<file path="config.mk">
export PLATFORM = sky130hd
export DESIGN_NAME = memwait_gen
export DESIGN_NICKNAME = d
export VERILOG_FILES = /design/src/rtl/memwait_pkg.sv /design/src/rtl/memwait_cfg_reg.sv /design/src/rtl/memwait_seq.sv /design/src/rtl/memwait_gen.sv
export SDC_FILE = /design/constraint.sdc
export NUM_CORES = 1
export LEC_CHECK = 0
export BUFFER_PORTS_ARGS = -buffer_cell sky130_fd_sc_hd__clkbuf_2
export CAP_MARGIN = 20
export CORE_AREA = 4 4 41 43
export DETAILED_ROUTE_END_ITERATION = 8
export DIE_AREA = 0 0 45 47
export PLACE_DENSITY = 0.76
export SETUP_SLACK_MARGIN = 0.02
export SLEW_MARGIN = 20
export SYNTH_ARGS = -nofsm -noshare
export SYNTH_HDL_FRONTEND = slang
export SYNTH_SLANG_ARGS = --single-unit
export TNS_END_PERCENT = 10
</file>
<file path="constraint.sdc">
create_clock -name clk -period 2.7 [get_ports clk]
set_clock_uncertainty 0.1 [all_clocks]
set_input_delay 0.135 -clock clk [delete_from_list [all_inputs] [get_ports clk]]
set_output_delay 0.135 -clock clk [all_outputs]
set_load 0.005 [all_outputs]
</file>
<file path="src/rtl/memwait_pkg.sv">
package memwait_pkg;
    typedef enum logic [1:0] {
        ST_IDLE = 2'd0,
        ST_WAIT = 2'd1,
        ST_DONE = 2'd2
    } seq_state_t;
endpackage

</file>
<file path="src/rtl/memwait_cfg_reg.sv">
module memwait_cfg_reg #(
    parameter int WAIT_W = 3,
    localparam int REG_W = 2 * WAIT_W + 2
) (
    input  logic              clk,
    input  logic              rst_n,
    input  logic              wr_en,
    input  logic [REG_W-1:0]  wr_data,
    output logic [REG_W-1:0]  rd_data,
    output logic [WAIT_W-1:0] prog_wait,
    output logic [WAIT_W-1:0] data_wait,
    output logic              wdog_en
);
    // Reset value: every stored bit set (maximum waits, watchdog enabled)
    logic [REG_W-2:0] held_q;

    always_ff @(posedge clk or negedge rst_n) begin
        if (!rst_n) begin
            held_q <= '1;
        end else if (wr_en) begin
            held_q <= wr_data[REG_W-2:0];
        end
    end

    assign rd_data   = {1'b0, held_q};
    assign prog_wait = held_q[WAIT_W-1:0];
    assign data_wait = held_q[2*WAIT_W-1:WAIT_W];
    assign wdog_en   = held_q[2*WAIT_W];
endmodule

</file>
<file path="src/rtl/memwait_seq.sv">
module memwait_seq #(
    parameter int WAIT_W = 3
) (
    input  logic              clk,
    input  logic              rst_n,
    input  logic              req,
    input  logic              req_is_prog,
    input  logic [WAIT_W-1:0] prog_wait,
    input  logic [WAIT_W-1:0] data_wait,
    output logic              stall,
    output logic              done
);
    import memwait_pkg::*;

    seq_state_t        state_q, state_d;
    logic [WAIT_W-1:0] cnt_q;
    logic [WAIT_W-1:0] sel_wait;
    logic              accept;

    assign sel_wait = req_is_prog ? prog_wait : data_wait;
    assign accept   = req && (state_q != ST_WAIT);

    // Next-state logic
    always_comb begin
        state_d = state_q;
        unique case (state_q)
            ST_IDLE, ST_DONE: begin
                if (req) begin
                    state_d = (sel_wait == '0) ? ST_DONE : ST_WAIT;
                end else begin
                    state_d = ST_IDLE;
                end
            end
            ST_WAIT: begin
                if (cnt_q == WAIT_W'(1)) begin
                    state_d = ST_DONE;
                end
            end
            default: state_d = ST_IDLE;
        endcase
    end

    // State and wait counter registers
    always_ff @(posedge clk or negedge rst_n) begin
        if (!rst_n) begin
            state_q <= ST_IDLE;
            cnt_q   <= '0;
        end else begin
            state_q <= state_d;
            if (accept) begin
                cnt_q <= sel_wait;
            end else if (state_q == ST_WAIT) begin
                cnt_q <= cnt_q - WAIT_W'(1);
            end
        end
    end

    // Outputs decoded from state
    always_comb begin
        stall = 1'b0;
        done  = 1'b0;
        unique case (state_q)
            ST_WAIT: stall = 1'b1;
            ST_DONE: done  = 1'b1;
            default: ;
        endcase
    end
endmodule

</file>
<file path="src/rtl/memwait_gen.sv">
module memwait_gen (
    input  logic       clk,
    input  logic       rst_n,
    input  logic       cfg_we,
    input  logic [7:0] cfg_wdata,
    output logic [7:0] cfg_rdata,
    input  logic       acc_req,
    input  logic       acc_is_prog,
    output logic       stall,
    output logic       done,
    output logic       wdog_en
);
    localparam int WAIT_W = 3;

    logic [WAIT_W-1:0] prog_wait;
    logic [WAIT_W-1:0] data_wait;

    memwait_cfg_reg #(.WAIT_W(WAIT_W)) cfg_i (
        .clk       (clk),
        .rst_n     (rst_n),
        .wr_en     (cfg_we),
        .wr_data   (cfg_wdata),
        .rd_data   (cfg_rdata),
        .prog_wait (prog_wait),
        .data_wait (data_wait),
        .wdog_en   (wdog_en)
    );

    memwait_seq #(.WAIT_W(WAIT_W)) seq_i (
        .clk         (clk),
        .rst_n       (rst_n),
        .req         (acc_req),
        .req_is_prog (acc_is_prog),
        .prog_wait   (prog_wait),
        .data_wait   (data_wait),
        .stall       (stall),
        .done        (done)
    );
endmodule

</file>
=== After elaboration in Yosys (flattened, before gate mapping) ===
Index checks and enable logic that the tools add are counted.
Widths: inputs -> output; s select.

* Word-level logic and storage cells: 23
* Bits of input ports: 13
* Output and inout port bits: 11
* Bits in registers: 12

* Add/subtract/negate cells: 1
* Reductions and logical operators: 5
* Multiplexer cells: 9
* Eq/ne operators: 5

{| class="wikitable"
|+ Operators by type and width
! operator !! number
|-
| $mux 3 || 3
|-
| $mux 2 || 3
|-
| $ne 2x1->1 const B || 2
|-
| $pmux 2 s2 || 1
|-
| $eq 3x1->1 const B || 1
|-
| $logic_not 3->1 || 1
|-
| $sub 3x1->3 const B || 1
|-
| $eq 2x1->1 const B || 1
|-
| $eq 2x2->1 const B || 1
|-
| $logic_not 2->1 || 1
|-
| $mux 1 || 2
|-
| $reduce_bool 2->1 || 1
|-
| $reduce_or 2->1 || 1
|-
| $logic_and 1x1->1 || 1
|}

=== Longest topological paths before layout ===
* Depth in word-level cells: 5
* Gate-level depth with buffers: 5
* Depth with buffers taken out: 5

=== Modules after synthesis ===
A second synthesis with hierarchy kept.

* Cell total of the unflattened synthesis: 59
* Area, all modules: 686.9 µm²

{| class="wikitable"
|+ By module, submodules not included
! module !! cells each !! seq. area each (µm²) !! area each (µm²) !! instances
|-
| memwait_cfg_reg || 24 || 183.9 || 364.1 || 1
|-
| memwait_seq || 35 || 125.1 || 322.8 || 1
|}

=== Least setup slack after synthesis ===
OpenSTA, ideal clock, no wires.

* Kind: reg-to-reg
* Start point: reg seq_i.cnt_q[0]
* End point: reg seq_i.cnt_q[2]
* Period minus slack after synthesis: 1235 ps
* Library setup time: 124 ps
* Setup slack: 1465 ps
* Data arrival time: 1011 ps
* Buffers on the path: 0
* Required time: 2476 ps
* Cell stages (with the launch flop): 6
* Cell sequence: dfrtp_1 -> inv_1 -> ha_1 -> and3b_1 -> a211oi_1 -> nor2_1

* Word-level cells in the longest chain between the ends: 3

{| class="wikitable"
|+ Ends and longest elaborated chain
! element !! RTL line !! RTL
|-
| start: declaration || memwait_seq.sv:16 || <nowiki>logic [WAIT_W-1:0] cnt_q;</nowiki>
|-
| start signal: assignment || memwait_seq.sv:51 || <nowiki>cnt_q <= sel_wait;</nowiki>
|-
| start signal: assignment || memwait_seq.sv:53 || <nowiki>cnt_q <= cnt_q - WAIT_W'(1);</nowiki>
|-
| $sub 3x1->3 || memwait_seq.sv:53 ||
|-
| $mux 3 || memwait_seq.sv:52 || <nowiki>end else if (state_q == ST_WAIT) begin</nowiki>
|-
| $mux 3 || memwait_seq.sv:50 || <nowiki>if (accept) begin</nowiki>
|}

No other way between the ends. The select of a mux whose other input is x is not followed.
A chain may end at the register's enable or synchronous reset.

=== Final worst setup path ===
* Start point: reg seq_i.state_q[1]
* End point: out stall

* Word-level cells in the longest chain between the ends: 2

{| class="wikitable"
|+ Ends and longest elaborated chain
! element !! RTL line !! RTL
|-
| start: declaration || memwait_seq.sv:15 || <nowiki>seq_state_t state_q, state_d;</nowiki>
|-
| start signal: assignment || memwait_seq.sv:49 || <nowiki>state_q <= state_d;</nowiki>
|-
| $eq 2x1->1 || memwait_seq.sv:62 || <nowiki>unique case (state_q)</nowiki>
|-
| $mux 1 || memwait_seq.sv:62 ||
|-
| end: declaration || memwait_gen.sv:9 || <nowiki>output logic stall,</nowiki>
|}

No other way between the ends.

==> results.yml <==
placement:
  place_hpwl_um: 938
  routabilityCongestion: 0.666
  portBuffers: 21
clock_tree:
  htreeDepth: 1
  cts_root_buf: "clkbuf_4"
  cts.clk_slew.worst_paths_ns: 0.08
  clock-sinks: 12
  numCtsBuffers: 3
  cts_buffer_depth: 2
  tritoncts: "yes"
  ctsResizeCount: 0
  clk_latency_ns: 0.27
setup_path:
  cp_max_fo: 9
  cp.required_ns: 2.47
  worstSetupStartpointType: "flop"
  crit_arrival_ns: 1.17
  slowest_stage: "dfrtp_1"
  cpPeakStageDelay_ns: 0.39
  crit_type: "reg -> out"
  crit_chain: "nand2b_1 -> inv_1 -> clkbuf_2"
  critPathBufInv: 2
  end_kind: "primary output"
  cp_top_family: "flip-flops"
sta:
  setup_viol: 0
  rsz0062_at_grt: "no"
  clock.fmax_mhz: 710
  tns_ns: 0
  layout_min_cycle_time_ns: 1.41
  fin_crit_sh_pct: 52.1
  slew_viol_final: 0
  hold_viol: 1
  holdWs_ns: -0.000405
layout:
  multiInputGateArea_um2: 270
  nets: 93
  drive_gt1_share_pct: 49.4
  area_growth_pct: 25.2
  diodes: 0
  register_area_um2: 309
  fillers: 115
power_and_ir_drop:
  power.leakage_nw: 0.365
  comb_power_share_pct: 34.1
  power_frac_seq_pct: 46.7
  irDropWorstVdd_uv: 395
  clockPowerShare_pct: 19.2
  power_density_mw_per_mm2: 763
  p_int_w: 0.000391
  p_sw_share_pct: 33.5
  totalPowerFinal_w: 0.000588
  p_sw_w: 0.000197
job:
  maxCapViolations: 0
global_routing:
  grt_pass1_wl_mm: 2.13
  grt_max_degree: 13
  grt_antenna_before_repair: 0
  grt_usage_pct: 13.9
  first_global_vias: 513
  grt_overflow_total: 0
status:
  status: "finished, violations left"
  violations: "hold timing"
die:
  num_io_pins: 24
  rows: 13
  dieArea_mm2: 0.00212
  die-height_um: 47
  start_util_pct: 47.3
  core_mm2: 0.00130
  die_w_um: 45
synth:
  post_synth_inst_count: 53
  netlist_area_um2: 616
  synth_nets: 68
  synth_cell_types: 24
  seq_area_frac_synth_pct: 50.2
  synth_edf_count: 0
  yosysWarnings: 0
  yosysTopAreaCellShare_pct: 29.9
  synth_commonest_cells: "7 x dfstp_2, 7 x mux2_2, 5 x dfrtp_1"
  ys_ff_latch: 12
  synth-main-ff-cell: "dfstp_2"
  async_flop_share_pct: 100
  synth_top_area_cell: "dfstp_2"
  netlist_top_cells_area: "dfstp_2 30%, dfrtp_1 20%, mux2_2 13%"
  avgSynthCellArea_um2: 11.6
routing:
  drc: 0
  wirelength_mm: 1.25
  vias: 482
  ant_nets: 0
  drtPass1Iterations: 4
  viasPerCell: 5.24
  drt-initial-drc-count: 7
  avgRoutedWirePerCell_um: 13.6
hold_path:
  min_path_type: "in -> reg"
power by group through the flow:
stage | sequential, W | combinational, W | clock, W
after detailed placement | 0.000278 | 0.000198 | 0
final | 0.000275 | 0.000200 | 0.000113
after global routing | 0.000283 | 0.000226 | 0.000125
after global placement | 0.000273 | 0.000187 | 0
after CTS | 0.000274 | 0.000202 | 0.000115
after floorplan | 0.000268 | 0.000144 | 0
metrics by stage:
| step | hold WS (ns) | std cells | instance area, µm² | setup slack [ns] | util, % |
|---|---|---|---|---|---|
| 6_report | -0.000405 | 92 | 771 | 1.29 | 59.2 |
| 5_1_grt | 0.00265 | 92 | 771 | 1.23 | 59.2 |
| 4_1_cts | 0.00314 | 92 | 771 | 1.30 | 59.2 |
| 3_5_place_dp | -0.0673 | 85 | 714 | 1.38 | 54.9 |
| 3_3_place_gp | -0.0710 | 85 | 714 | 1.40 | 54.9 |
| 2_1_floorplan | -0.261 | 53 | 616 | 1.46 | - |
final cells by class:
class	count	area share (%)
Sequential cell	12	40.1
Multi-Input combinational cell	34	35.1
Timing Repair Buffer	24	17.5
Clock buffer	4	3.41
Tap cell	15	2.44
Inverter	3	1.46
cells in the final DEF (no fill, tap or decap):
| cell | count |
|---|---|
| dfrtp_1 | 5 |
| conb_1 | 1 |
| nand2_1 | 1 |
| o21ai_0 | 1 |
| nand3b_1 | 1 |
| o2bb2ai_1 | 2 |
| nor2_1 | 3 |
| clkbuf_1 | 1 |
| clkbuf_4 | 3 |
| dfstp_2 | 7 |
| a211oi_1 | 1 |
| mux2i_1 | 2 |
| dlygate4sd3_1 | 3 |
| nor2b_1 | 4 |
| mux2_2 | 7 |
| inv_1 | 3 |
| a21oi_1 | 1 |
| clkbuf_2 | 21 |
| o221ai_1 | 1 |
| nand2b_1 | 2 |
| a32o_1 | 1 |
| nor4_1 | 1 |
| and3b_1 | 1 |
| o22ai_1 | 1 |
| o21a_1 | 1 |
| ha_1 | 2 |
cell families (layout without fill, tap and decap cells):
group,count (synthesis),after routing,synth area share [%]
compound gates,9,9,11.0
fa+ha+maj,2,2,4.06
buf+inv,7,31,5.89
flops,12,12,50.2
mux,9,9,16.1
other cells,1,1,0.609
simple gates,13,13,12.2
flip-flops by register name (all words and copies together) (netlist names):
name           flops
seq_i.cnt_q        3
seq_i.state_q      2
cfg_i.held_q       7
routing by layer:
metal | routed length, µm | GRT usage, %
met1 | 520 | 17.1
met2 | 613 | 23.7
met3 | 101 | 3.07
met4 | 14 | 5.26
met5 | 0 | 0
worst paths after layout:
path / start / endpoint / slack, ns / cells after the start
setup / recovery: seq_i.state_q[1] / stall / 1.29 / 3
hold / removal: cfg_wdata[1] / cfg_i.held_q[1] / -0.0004 / 2
setup reg to reg: seq_i.cnt_q[0] / seq_i.cnt_q[2] / 1.35 / 5
hold reg to reg: seq_i.cnt_q[1] / seq_i.cnt_q[1] / 0.49 / 2
max in group asynchronous: rst_n / cfg_i.held_q[4] / 2.03 / 2
min in group asynchronous: rst_n / seq_i.state_q[1] / 0.18 / 2
timing repair:
item                                   in CTS  in global routing
setup buffers                               0                  0
endpoints found under the hold margin      14                  0
setup endpoints to repair                   0                  0
hold buffers                                3                  0
Power figures use the tool's default switching activity.
